[src/rtl/pwr_mode_pkg.sv]
package pwr_mode_pkg;
  typedef enum logic [1:0] {
    ST_ACTIVE   = 2'd0,
    ST_OFF_WAIT = 2'd1,
    ST_OFF      = 2'd2,
    ST_WAKE     = 2'd3
  } pwr_state_e;

  typedef enum logic {
    SUB_LOWPWR   = 1'b0,
    SUB_CONSTLAT = 1'b1
  } sub_mode_e;
endpackage

[src/rtl/pwr_seq_fsm.sv]
module pwr_seq_fsm
  import pwr_mode_pkg::*;
#(
  parameter int WAKE_RST_CYCLES = 4
) (
  input  logic       clk,
  input  logic       rst_n,
  input  logic       off_req,
  input  logic       periph_busy,
  input  logic       wake_any,
  input  logic       dbg_active,
  output pwr_state_e state_o,
  output logic       off_emul_o,
  output logic       rst_req_o
);
  localparam int CW = (WAKE_RST_CYCLES < 2) ? 1 : $clog2(WAKE_RST_CYCLES);
  localparam logic [CW-1:0] CNT_LOAD = CW'(WAKE_RST_CYCLES - 1);

  pwr_state_e    state_q, state_d;
  logic [CW-1:0] cnt_q, cnt_d;
  logic          emul_q, emul_d;
  logic          enter_off;

  always_comb begin
    state_d   = state_q;
    cnt_d     = cnt_q;
    enter_off = 1'b0;
    unique case (state_q)
      ST_ACTIVE: begin
        if (off_req && !periph_busy) begin
          state_d   = ST_OFF;
          enter_off = 1'b1;
        end else if (off_req) begin
          state_d = ST_OFF_WAIT;
        end
      end
      ST_OFF_WAIT: begin
        if (!periph_busy) begin
          state_d   = ST_OFF;
          enter_off = 1'b1;
        end
      end
      ST_OFF: begin
        if (wake_any) begin
          state_d = ST_WAKE;
          cnt_d   = CNT_LOAD;
        end
      end
      ST_WAKE: begin
        if (cnt_q == '0) state_d = ST_ACTIVE;
        else             cnt_d   = cnt_q - 1'b1;
      end
      default: state_d = ST_ACTIVE;
    endcase
    emul_d = enter_off ? dbg_active : emul_q;
  end

  always_ff @(posedge clk or negedge rst_n) begin
    if (!rst_n) begin
      state_q <= ST_ACTIVE;
      cnt_q   <= '0;
      emul_q  <= 1'b0;
    end else begin
      state_q <= state_d;
      cnt_q   <= cnt_d;
      emul_q  <= emul_d;
    end
  end

  assign state_o    = state_q;
  assign off_emul_o = emul_q;
  assign rst_req_o  = (state_q == ST_WAKE);

  AST_OFF_DIRECT: assert property (@(posedge clk) disable iff (!rst_n)
    (state_q == ST_ACTIVE && off_req && !periph_busy) |=> state_q == ST_OFF);
  AST_OFF_HELD: assert property (@(posedge clk) disable iff (!rst_n)
    (state_q == ST_OFF_WAIT && periph_busy) |=> state_q == ST_OFF_WAIT);
  AST_STAY_OFF: assert property (@(posedge clk) disable iff (!rst_n)
    (state_q == ST_OFF && !wake_any) |=> state_q == ST_OFF);
  AST_WAKE_RST: assert property (@(posedge clk) disable iff (!rst_n)
    (state_q == ST_OFF && wake_any) |=> rst_req_o);
  AST_RST_END: assert property (@(posedge clk) disable iff (!rst_n)
    (state_q == ST_WAKE && cnt_q == '0) |=> state_q == ST_ACTIVE);
endmodule

[src/rtl/pwr_submode.sv]
module pwr_submode
  import pwr_mode_pkg::*;
(
  input  logic      clk,
  input  logic      rst_n,
  input  logic      core_live,
  input  logic      wake_rst,
  input  logic      task_const,
  input  logic      task_low,
  input  logic      cpu_idle,
  input  logic      periph_busy,
  output sub_mode_e mode_o,
  output logic      base_force_o
);
  sub_mode_e mode_q, mode_d;

  always_comb begin
    mode_d = mode_q;
    if (wake_rst)                     mode_d = SUB_LOWPWR;
    else if (core_live && task_const) mode_d = SUB_CONSTLAT;
    else if (core_live && task_low)   mode_d = SUB_LOWPWR;
  end

  always_ff @(posedge clk or negedge rst_n) begin
    if (!rst_n) mode_q <= SUB_LOWPWR;
    else        mode_q <= mode_d;
  end

  assign mode_o       = mode_q;
  assign base_force_o = core_live && (mode_q == SUB_CONSTLAT) && cpu_idle && !periph_busy;

  AST_CONST_WINS: assert property (@(posedge clk) disable iff (!rst_n)
    (core_live && task_const && !wake_rst) |=> mode_q == SUB_CONSTLAT);
  AST_WAKE_LOWPWR: assert property (@(posedge clk) disable iff (!rst_n)
    wake_rst |=> mode_q == SUB_LOWPWR);
endmodule

[src/rtl/pwr_sleep_evt.sv]
module pwr_sleep_evt (
  input  logic clk,
  input  logic rst_n,
  input  logic core_live,
  input  logic cpu_idle,
  output logic ev_enter_o,
  output logic ev_exit_o
);
  logic idle_q;
  logic enter_q, enter_d;
  logic exit_q, exit_d;

  always_comb begin
    enter_d = core_live &&  cpu_idle && !idle_q;
    exit_d  = core_live && !cpu_idle &&  idle_q;
  end

  always_ff @(posedge clk or negedge rst_n) begin
    if (!rst_n) begin
      idle_q  <= 1'b0;
      enter_q <= 1'b0;
      exit_q  <= 1'b0;
    end else begin
      idle_q  <= cpu_idle;
      enter_q <= enter_d;
      exit_q  <= exit_d;
    end
  end

  assign ev_enter_o = enter_q;
  assign ev_exit_o  = exit_q;

  AST_ENTER_PULSE: assert property (@(posedge clk) disable iff (!rst_n)
    enter_q |=> !enter_q);
  AST_EXIT_PULSE: assert property (@(posedge clk) disable iff (!rst_n)
    exit_q |=> !exit_q);
  AST_EVT_EXCL: assert property (@(posedge clk) disable iff (!rst_n)
    $onehot0({enter_q, exit_q}));
endmodule

[src/rtl/pwr_ram_ctl.sv]
module pwr_ram_ctl #(
  parameter int NUM_SECTIONS = 4
) (
  input  logic                    hard_off,
  input  logic [NUM_SECTIONS-1:0] sect_on,
  input  logic [NUM_SECTIONS-1:0] ret_en,
  output logic [NUM_SECTIONS-1:0] ram_pwr,
  output logic [NUM_SECTIONS-1:0] ram_ret
);
  for (genvar g = 0; g < NUM_SECTIONS; g++) begin : g_sect
    always_comb begin
      if (hard_off) begin
        ram_pwr[g] = 1'b0;
        ram_ret[g] = ret_en[g];
      end else begin
        ram_pwr[g] = sect_on[g];
        ram_ret[g] = sect_on[g] | ret_en[g];
      end
    end
  end
endmodule

[src/rtl/pwr_mode_ctrl.sv]
module pwr_mode_ctrl
  import pwr_mode_pkg::*;
#(
  parameter int NUM_SECTIONS    = 4,
  parameter int WAKE_RST_CYCLES = 4
) (
  input  logic                    clk,
  input  logic                    rst_n,
  input  logic                    off_req,
  input  logic                    task_const_lat,
  input  logic                    task_low_pwr,
  input  logic                    wake_pin,
  input  logic                    wake_analog,
  input  logic                    wake_field,
  input  logic                    wake_reset,
  input  logic                    dbg_active,
  input  logic                    cpu_idle,
  input  logic                    periph_busy,
  input  logic [NUM_SECTIONS-1:0] sect_on,
  input  logic [NUM_SECTIONS-1:0] ret_en,
  output logic                    sys_off,
  output logic                    core_pwr_en,
  output logic                    base_force_on,
  output logic                    sys_reset_req,
  output logic                    ev_sleep_enter,
  output logic                    ev_sleep_exit,
  output logic [NUM_SECTIONS-1:0] ram_pwr,
  output logic [NUM_SECTIONS-1:0] ram_ret
);
  logic       rs_meta_q, rs_n_q;
  pwr_state_e state;
  sub_mode_e  mode;
  logic       off_emul, wake_any, core_live, hard_off;

  // asynchronous assert, synchronous release
  always_ff @(posedge clk or negedge rst_n) begin
    if (!rst_n) begin
      rs_meta_q <= 1'b0;
      rs_n_q    <= 1'b0;
    end else begin
      rs_meta_q <= 1'b1;
      rs_n_q    <= rs_meta_q;
    end
  end

  assign wake_any  = wake_pin | wake_analog | wake_field | wake_reset;
  assign core_live = (state == ST_ACTIVE) || (state == ST_OFF_WAIT);
  assign sys_off   = (state == ST_OFF);
  assign hard_off  = sys_off && !off_emul;
  assign core_pwr_en = !hard_off;

  pwr_seq_fsm #(.WAKE_RST_CYCLES(WAKE_RST_CYCLES)) u_fsm (
    .clk(clk), .rst_n(rs_n_q), .off_req(off_req), .periph_busy(periph_busy),
    .wake_any(wake_any), .dbg_active(dbg_active), .state_o(state),
    .off_emul_o(off_emul), .rst_req_o(sys_reset_req)
  );

  pwr_submode u_sub (
    .clk(clk), .rst_n(rs_n_q), .core_live(core_live), .wake_rst(sys_reset_req),
    .task_const(task_const_lat), .task_low(task_low_pwr), .cpu_idle(cpu_idle),
    .periph_busy(periph_busy), .mode_o(mode), .base_force_o(base_force_on)
  );

  pwr_sleep_evt u_evt (
    .clk(clk), .rst_n(rs_n_q), .core_live(core_live), .cpu_idle(cpu_idle),
    .ev_enter_o(ev_sleep_enter), .ev_exit_o(ev_sleep_exit)
  );

  pwr_ram_ctl #(.NUM_SECTIONS(NUM_SECTIONS)) u_ram (
    .hard_off(hard_off), .sect_on(sect_on), .ret_en(ret_en),
    .ram_pwr(ram_pwr), .ram_ret(ram_ret)
  );

  AST_EMUL_POWERED: assert property (@(posedge clk) disable iff (!rs_n_q)
    ($rose(sys_off) && $past(dbg_active)) |-> core_pwr_en);
  AST_RAM_DARK: assert property (@(posedge clk) disable iff (!rs_n_q)
    (sys_off && !core_pwr_en) |-> ram_pwr == '0);
  AST_BASE_NOT_OFF: assert property (@(posedge clk) disable iff (!rs_n_q)
    (sys_off || sys_reset_req) |-> !base_force_on);
  AST_BASE_MODE: assert property (@(posedge clk) disable iff (!rs_n_q)
    base_force_on |-> mode == SUB_CONSTLAT);
endmodule

[config.mk]
export PLATFORM = sky130hd
export DESIGN_NAME = pwr_mode_ctrl
export DESIGN_NICKNAME = d
export VERILOG_FILES = /design/src/rtl/pwr_mode_pkg.sv /design/src/rtl/pwr_seq_fsm.sv /design/src/rtl/pwr_submode.sv /design/src/rtl/pwr_sleep_evt.sv /design/src/rtl/pwr_ram_ctl.sv /design/src/rtl/pwr_mode_ctrl.sv
export SDC_FILE = /design/constraint.sdc
export NUM_CORES = 1
export LEC_CHECK = 0
export ABC_AREA = 1
export BUFFER_PORTS_ARGS = -buffer_cell sky130_fd_sc_hd__buf_2
export CAP_MARGIN = 15
export CORE_MARGIN = 5
export CORE_UTILIZATION = 25
export CTS_BUF_LIST = sky130_fd_sc_hd__clkbuf_8
export DETAILED_ROUTE_END_ITERATION = 10
export PLACE_DENSITY_LB_ADDON = 0.05
export SYNTH_ARGS = -nofsm -noshare
export SYNTH_HDL_FRONTEND = slang
export SYNTH_SLANG_ARGS = --single-unit
[constraint.sdc]
create_clock -name clk -period 1.5 [get_ports clk]
set_input_delay 0.3 -clock clk [delete_from_list [all_inputs] [get_ports clk]]
set_output_delay 0.3 -clock clk [all_outputs]
set_load 0.01 [all_outputs]
* Yosys cells after proc, flatten, opt, wreduce, memory -nomap -nowiden
Index checks and enable logic that the tools add are counted.
Word-level totals: bits in writable memories 0, bits in latches 0, bits in registers 11, logic and storage cells 70, input port bits 20, memories 0, ROM bits 0, output and inout bits 14
Cells by class: add/subtract/negate cells 1, div/mod/pow operators 0, shift operators 0, $mul 0, magnitude comparators 0, multiplexer cells 22, bitwise gates (word level) 7, reductions and logical operators 23, equality and inequality tests 8
Operators with widths (count):
- $mux W1 | 13
- $mux W2 | 6
- $logic_and A1 B1 Y1 | 11
- $pmux W2 S4 | 1
- $or A1 B1 Y1 | 7
- $logic_not A1 Y1 | 5
- $eq A2 B2 Y1 const B | 2
- $logic_not A2 Y1 | 2
- $ne A2 B1 Y1 const B | 2
- $ne A2 B2 Y1 const B | 2
- $pmux W2 S2 | 1
- $reduce_and A4 Y1 | 1
- $ne A3 B2 Y1 const B | 1
- $reduce_and A3 Y1 | 1
- $reduce_bool A3 Y1 | 1
- $eq A2 B1 Y1 const B | 1
- $pmux W1 S2 | 1
- $reduce_bool A2 Y1 | 1
- $sub A2 B1 Y2 const B | 1
- $logic_or A1 B1 Y1 | 1

* Longest topological paths before layout
depth after elaboration 6, mapped depth 8, depth with buffers taken out 8

* Hierarchy
Synthesis repeated with hierarchy kept, for this count alone.
Second synthesis, totals: cells, all modules 99, area, all modules 703.2 µm²
By module, submodules not included:
- pwr_seq_fsm | instances 1, area each 401.6 µm², sequential area each 125.1 µm², cells an instance 55
- pwr_mode_ctrl | instances 1, area each 93.8 µm², sequential area each 50.0 µm², cells an instance 13
- pwr_sleep_evt | instances 1, area each 90.1 µm², sequential area each 75.1 µm², cells an instance 7
- pwr_ram_ctl | instances 1, area each 63.8 µm², sequential area each 0.0 µm², cells an instance 17
- pwr_submode | instances 1, area each 53.8 µm², sequential area each 25.0 µm², cells an instance 7

* Worst setup path after synthesis
OpenSTA, ideal clock, no wires.
path type flip-flop to output port, start point reg u_fsm.state_q[0], in the netlist u_fsm.state_o[0], end point out ram_ret[0], path buffers 0, required time 1.200 ns, cell stages (with the launch flop) 7, slack -0.047 ns, arrival time 1.247 ns, path through dfrtp_1 inv_1 ha_1 inv_2 nor2_4 nor2_1 or2_1
Between the ends: cells in the longest elaborated chain, start to end 3
RTL lines:
- start, declared | line pwr_seq_fsm.sv:19 | pwr_state_e state_q, state_d;
- start signal, assigned | line pwr_seq_fsm.sv:64 | state_q <= state_d;
- $eq A2 B2 Y1 | line pwr_mode_ctrl.sv:48 | assign sys_off = (state == ST_OFF);
- named net sys_off | line pwr_mode_ctrl.sv:21 | output logic sys_off,
- $logic_and A1 B1 Y1 | line pwr_mode_ctrl.sv:49 | assign hard_off = sys_off && !off_emul;
- $mux W1 | line pwr_ram_ctl.sv:12 | if (hard_off) begin
- end, declared | line pwr_mode_ctrl.sv:28 | output logic [NUM_SECTIONS-1:0] ram_ret
The timed path passes the listed nets, and every way through them passes these cells.

* Final worst setup path
start point reg u_fsm.state_q[0], in the netlist u_fsm.state_o[0], end point out ram_ret[1]
Between the ends: cells in the longest elaborated chain, start to end 3
RTL lines (line):
- $eq A2 B2 Y1 | pwr_mode_ctrl.sv:48
- $logic_and A1 B1 Y1 | pwr_mode_ctrl.sv:49
- $mux W1 | pwr_ram_ctl.sv:12
Every way passes these cells.

==> results.md <==
- Fin nets: 166
- Cell Area, Synth: 658.1 sq um
- Final min period: 1715 ps
- H-tree depth: 1
- Max Freq: 583.1 MHz
- Worst setup EP type: output port
- CTS root buffer: clkbuf_8
- Pwr/cell area: 1667 nW/um^2
- Violated checks: setup timing
- R2r worst-path depth: 9
- Pre-CTS setup slack: -24.37 ps
- Critical Path Start Type: register
- Core region area: 2500 sq um
- Yosys top cell area share: 41.83%
- I/O Buffers: 33
- Antenna Violating Nets Remaining: 0
- DRT Pass-1 Iters: 4
- Max Cap Viol: 0
- Antenna violations before repair: 0
- Die area: approximately 3800 sq um
- R2r setup slk: 180 ps
- Number of flops mapped to enable cells by yosys: 0
- Peak VDD IR: 0.7955 mV
- First-pass GRT wire length: 2.401 mm
- RSZ-0062 raised after global routing: true
- Syn nets: 116
- Post-Route Setup TNS: -1066 ps
- GRT overflow: 0
- CP Data Arrival Time: 1410 ps
- CP peak stage delay: just under 400 ps
- Final setup fails: 8
- Grt met2 use: 15.71%
- Layer with the highest usage: met2
- Critical path class: reg -> out
- Ys Warns: 0
- # DRC: 0
- GR Util met3: 1.887%
- Pin count of the biggest net entering global routing: 10
- Cell chain of the critical path: inv_2 -> ha_4 -> inv_4 -> nor2_4 -> nor2_1 -> or2_1 -> buf_2
- Status: finished, violations left
- Post-synth top area cell: dfrtp_1
- Synthesized area per cell: 7.232 sq um
- Clk pin slew, worst setup/hold paths: 50 ps
- Final GP Congestion: 0.7165
- Synth Register Bits: 11
- Slowest cell on the critical path: dfrtp_1
- Post-synth ARST share: 100.0%
- Cell Rows: 18
- WL/cell: 9.306 microns
- Layout cell share with drive strength beyond 1: 41.43%
- Cell variety after synth: 15
- Power after layout: 1.752 mW
- Hold Crit Class: reg -> async
- Clock skew: ~0.8 ps
- M1 GR Usage: 9.439%
- Reg-to-Reg End: u_fsm.state_o[1]
- Number of inserted diodes: 0
- CP required: 1200 ps
- Cells after Synth: a little over 90
- Die width: 61.31 microns
- Final Hold Fails: 0
- Tot GR Track Use: 8.722%
- Cells after DPL: 163
- Die Span Y: 61.31 microns
- Initial DRC count: 18
- DRT Wirelength: 1.582 mm
- Clock Path Buffers: 2
- Hpwl dp: between 1 and 1.5 mm
- Pins Over Slew Limit: 0
- Final worst slack: -214.9 ps
- Area grow syn2layout: 59.70%
- Synth area leaders: dfrtp_1 42%, nand2_1 16%, inv_1 9.7%
- CTS Buf Count: 3
- Worst hold slack: 150.7 ps
- Fillers: 272
- Crit Path Max Fanout: 5
- Seq/Total Area, Yosys: 41.83%
- Final Non-Filler Cells: 170
- CTS tree: done
- Most frequent cells after synthesis: 28 x nand2_1, 17 x inv_1, 11 x dfrtp_1, 10 x nor2_1, 6 x nand3_1
- Most common cell in the netlist: nand2_1
- Top FF cell, synth: dfrtp_1
- Tcrit/Tclk final: 114.3%
- Clock latency at the later pin of the worst-skew pair: approximately 240 ps
- Vias in the first global route: 636
- Via count: between 600 and 700
- RR Startpoint: u_fsm.state_o[1]
- Leak: 0.6003 nW
- Initial Utilization: around a quarter
- Clk sink count: 11
- I/O pin cnt: 34
- Routed vias/inst: 4.082
## layout by cell type (no fill, tap or decap)
cell type      synthesis  layout
a21oi_1                1       1
buf_2                  0      32
buf_4                  0       9
buf_6                  0       3
clkbuf_8               0       3
conb_1                 1       1
dfrtp_1               11      10
dfrtp_2                0       1
dlygate4sd3_1          0       1
ha_1                   5       3
ha_4                   0       2
inv_1                 17      16
inv_2                  1       2
inv_4                  0       1
nand2_1               28      28
nand3_1                6       6
nand3_2                1       1
nor2_1                10       8
nor2_2                 0       2
nor2_4                 1       1
nor3_2                 0       1
o21ai_0                3       3
o21ai_1                1       1
or2_1                  4       4
## cell type report
type / count / area, sq um / share of cell area (%)
Clock inverter: 1 / 3.754 / 0.3571
Timing Repair Buffer: 45 / 271.5 / 25.83
Multi-Input combinational cell: 62 / 350.3 / 33.33
Inverter: 18 / 70.07 / 6.667
Sequential cell: 11 / 276.5 / 26.31
Clock buffer: 3 / 41.29 / 3.929
Tap cell: 30 / 37.54 / 3.571
## registers in the layout (all words and copies together), names as in the netlist
signal and cells:
u_sub.mode_o 1, u_fsm.state_o 2, u_evt.idle_q 1, rs_meta_q 1, u_fsm.cnt_q 2, u_fsm.off_emul_o 1
rs_n_q 1, u_evt.ev_enter_o 1, u_evt.ev_exit_o 1
## logic make-up after synthesis
group / Yosys count / share of synthesized area (%)
fa+ha+maj: 5 / 9.506
other cells: 1 / 0.5698
flops: 11 / 41.82
compound gates: 5 / 3.800
buf+inv: 18 / 10.27
simple gates: 51 / 34.03
## worst max-delay path, delay by kind of cell, from the launching register on
kind,cells,cell delay (ps)
simple gates,3,400
flops,1,390
buf+inv,3,260
fa+ha+maj,1,150
## per-layer routing
layer | share of wire (%) | vias to the layer above
met1 | 43 | 296
li1 | - | 369
met2 | 44 | 25
met4 | 1.5 | 0
met5 | 0 | -
met3 | 11 | 4
## through the flow
| stage | area [sq um] | util (%) |
|---|---|---|
| after floorplan | 670.6 | - |
| after global placement | 940.9 | 37.64 |
| after detailed placement | 940.9 | 37.64 |
| after CTS | 1030 | 41.19 |
| after global routing | 1051 | 42.04 |
| final | 1051 | 42.04 |
## worst max-delay path by stage
stage	start	endpoint	slack, ps	cells after the start
2_1_floorplan	u_fsm.state_o[0]	base_force_on	-0.7	6
3_3_place_gp	u_fsm.state_o[0]	ram_ret[1]	-5	7
3_5_place_dp	u_fsm.state_o[0]	ram_ret[1]	-20	7
4_1_cts	u_fsm.state_o[0]	ram_ret[1]	-240	7
5_1_grt	u_fsm.state_o[0]	ram_ret[2]	-310	7
6_report	u_fsm.state_o[0]	ram_ret[1]	-210	7
## what timing repair did
action	CTS	global route
gates resized for setup	6	7
setup buffers	2	1
setup endpoints to repair	11	15
hold buffers	1	0
endpoints found under the hold margin	2	0
pin swaps	0	2
## power by group
group / total, mW / switching (mW) / internal, mW
Clock: 0.287 / 0.108 / 0.179
Sequential: 0.466 / 0.0673 / 0.399
Combinational: 0.999 / 0.513 / 0.485
Total: 1.75 / 0.688 / 1.06
Power figures use the tool's default switching activity.
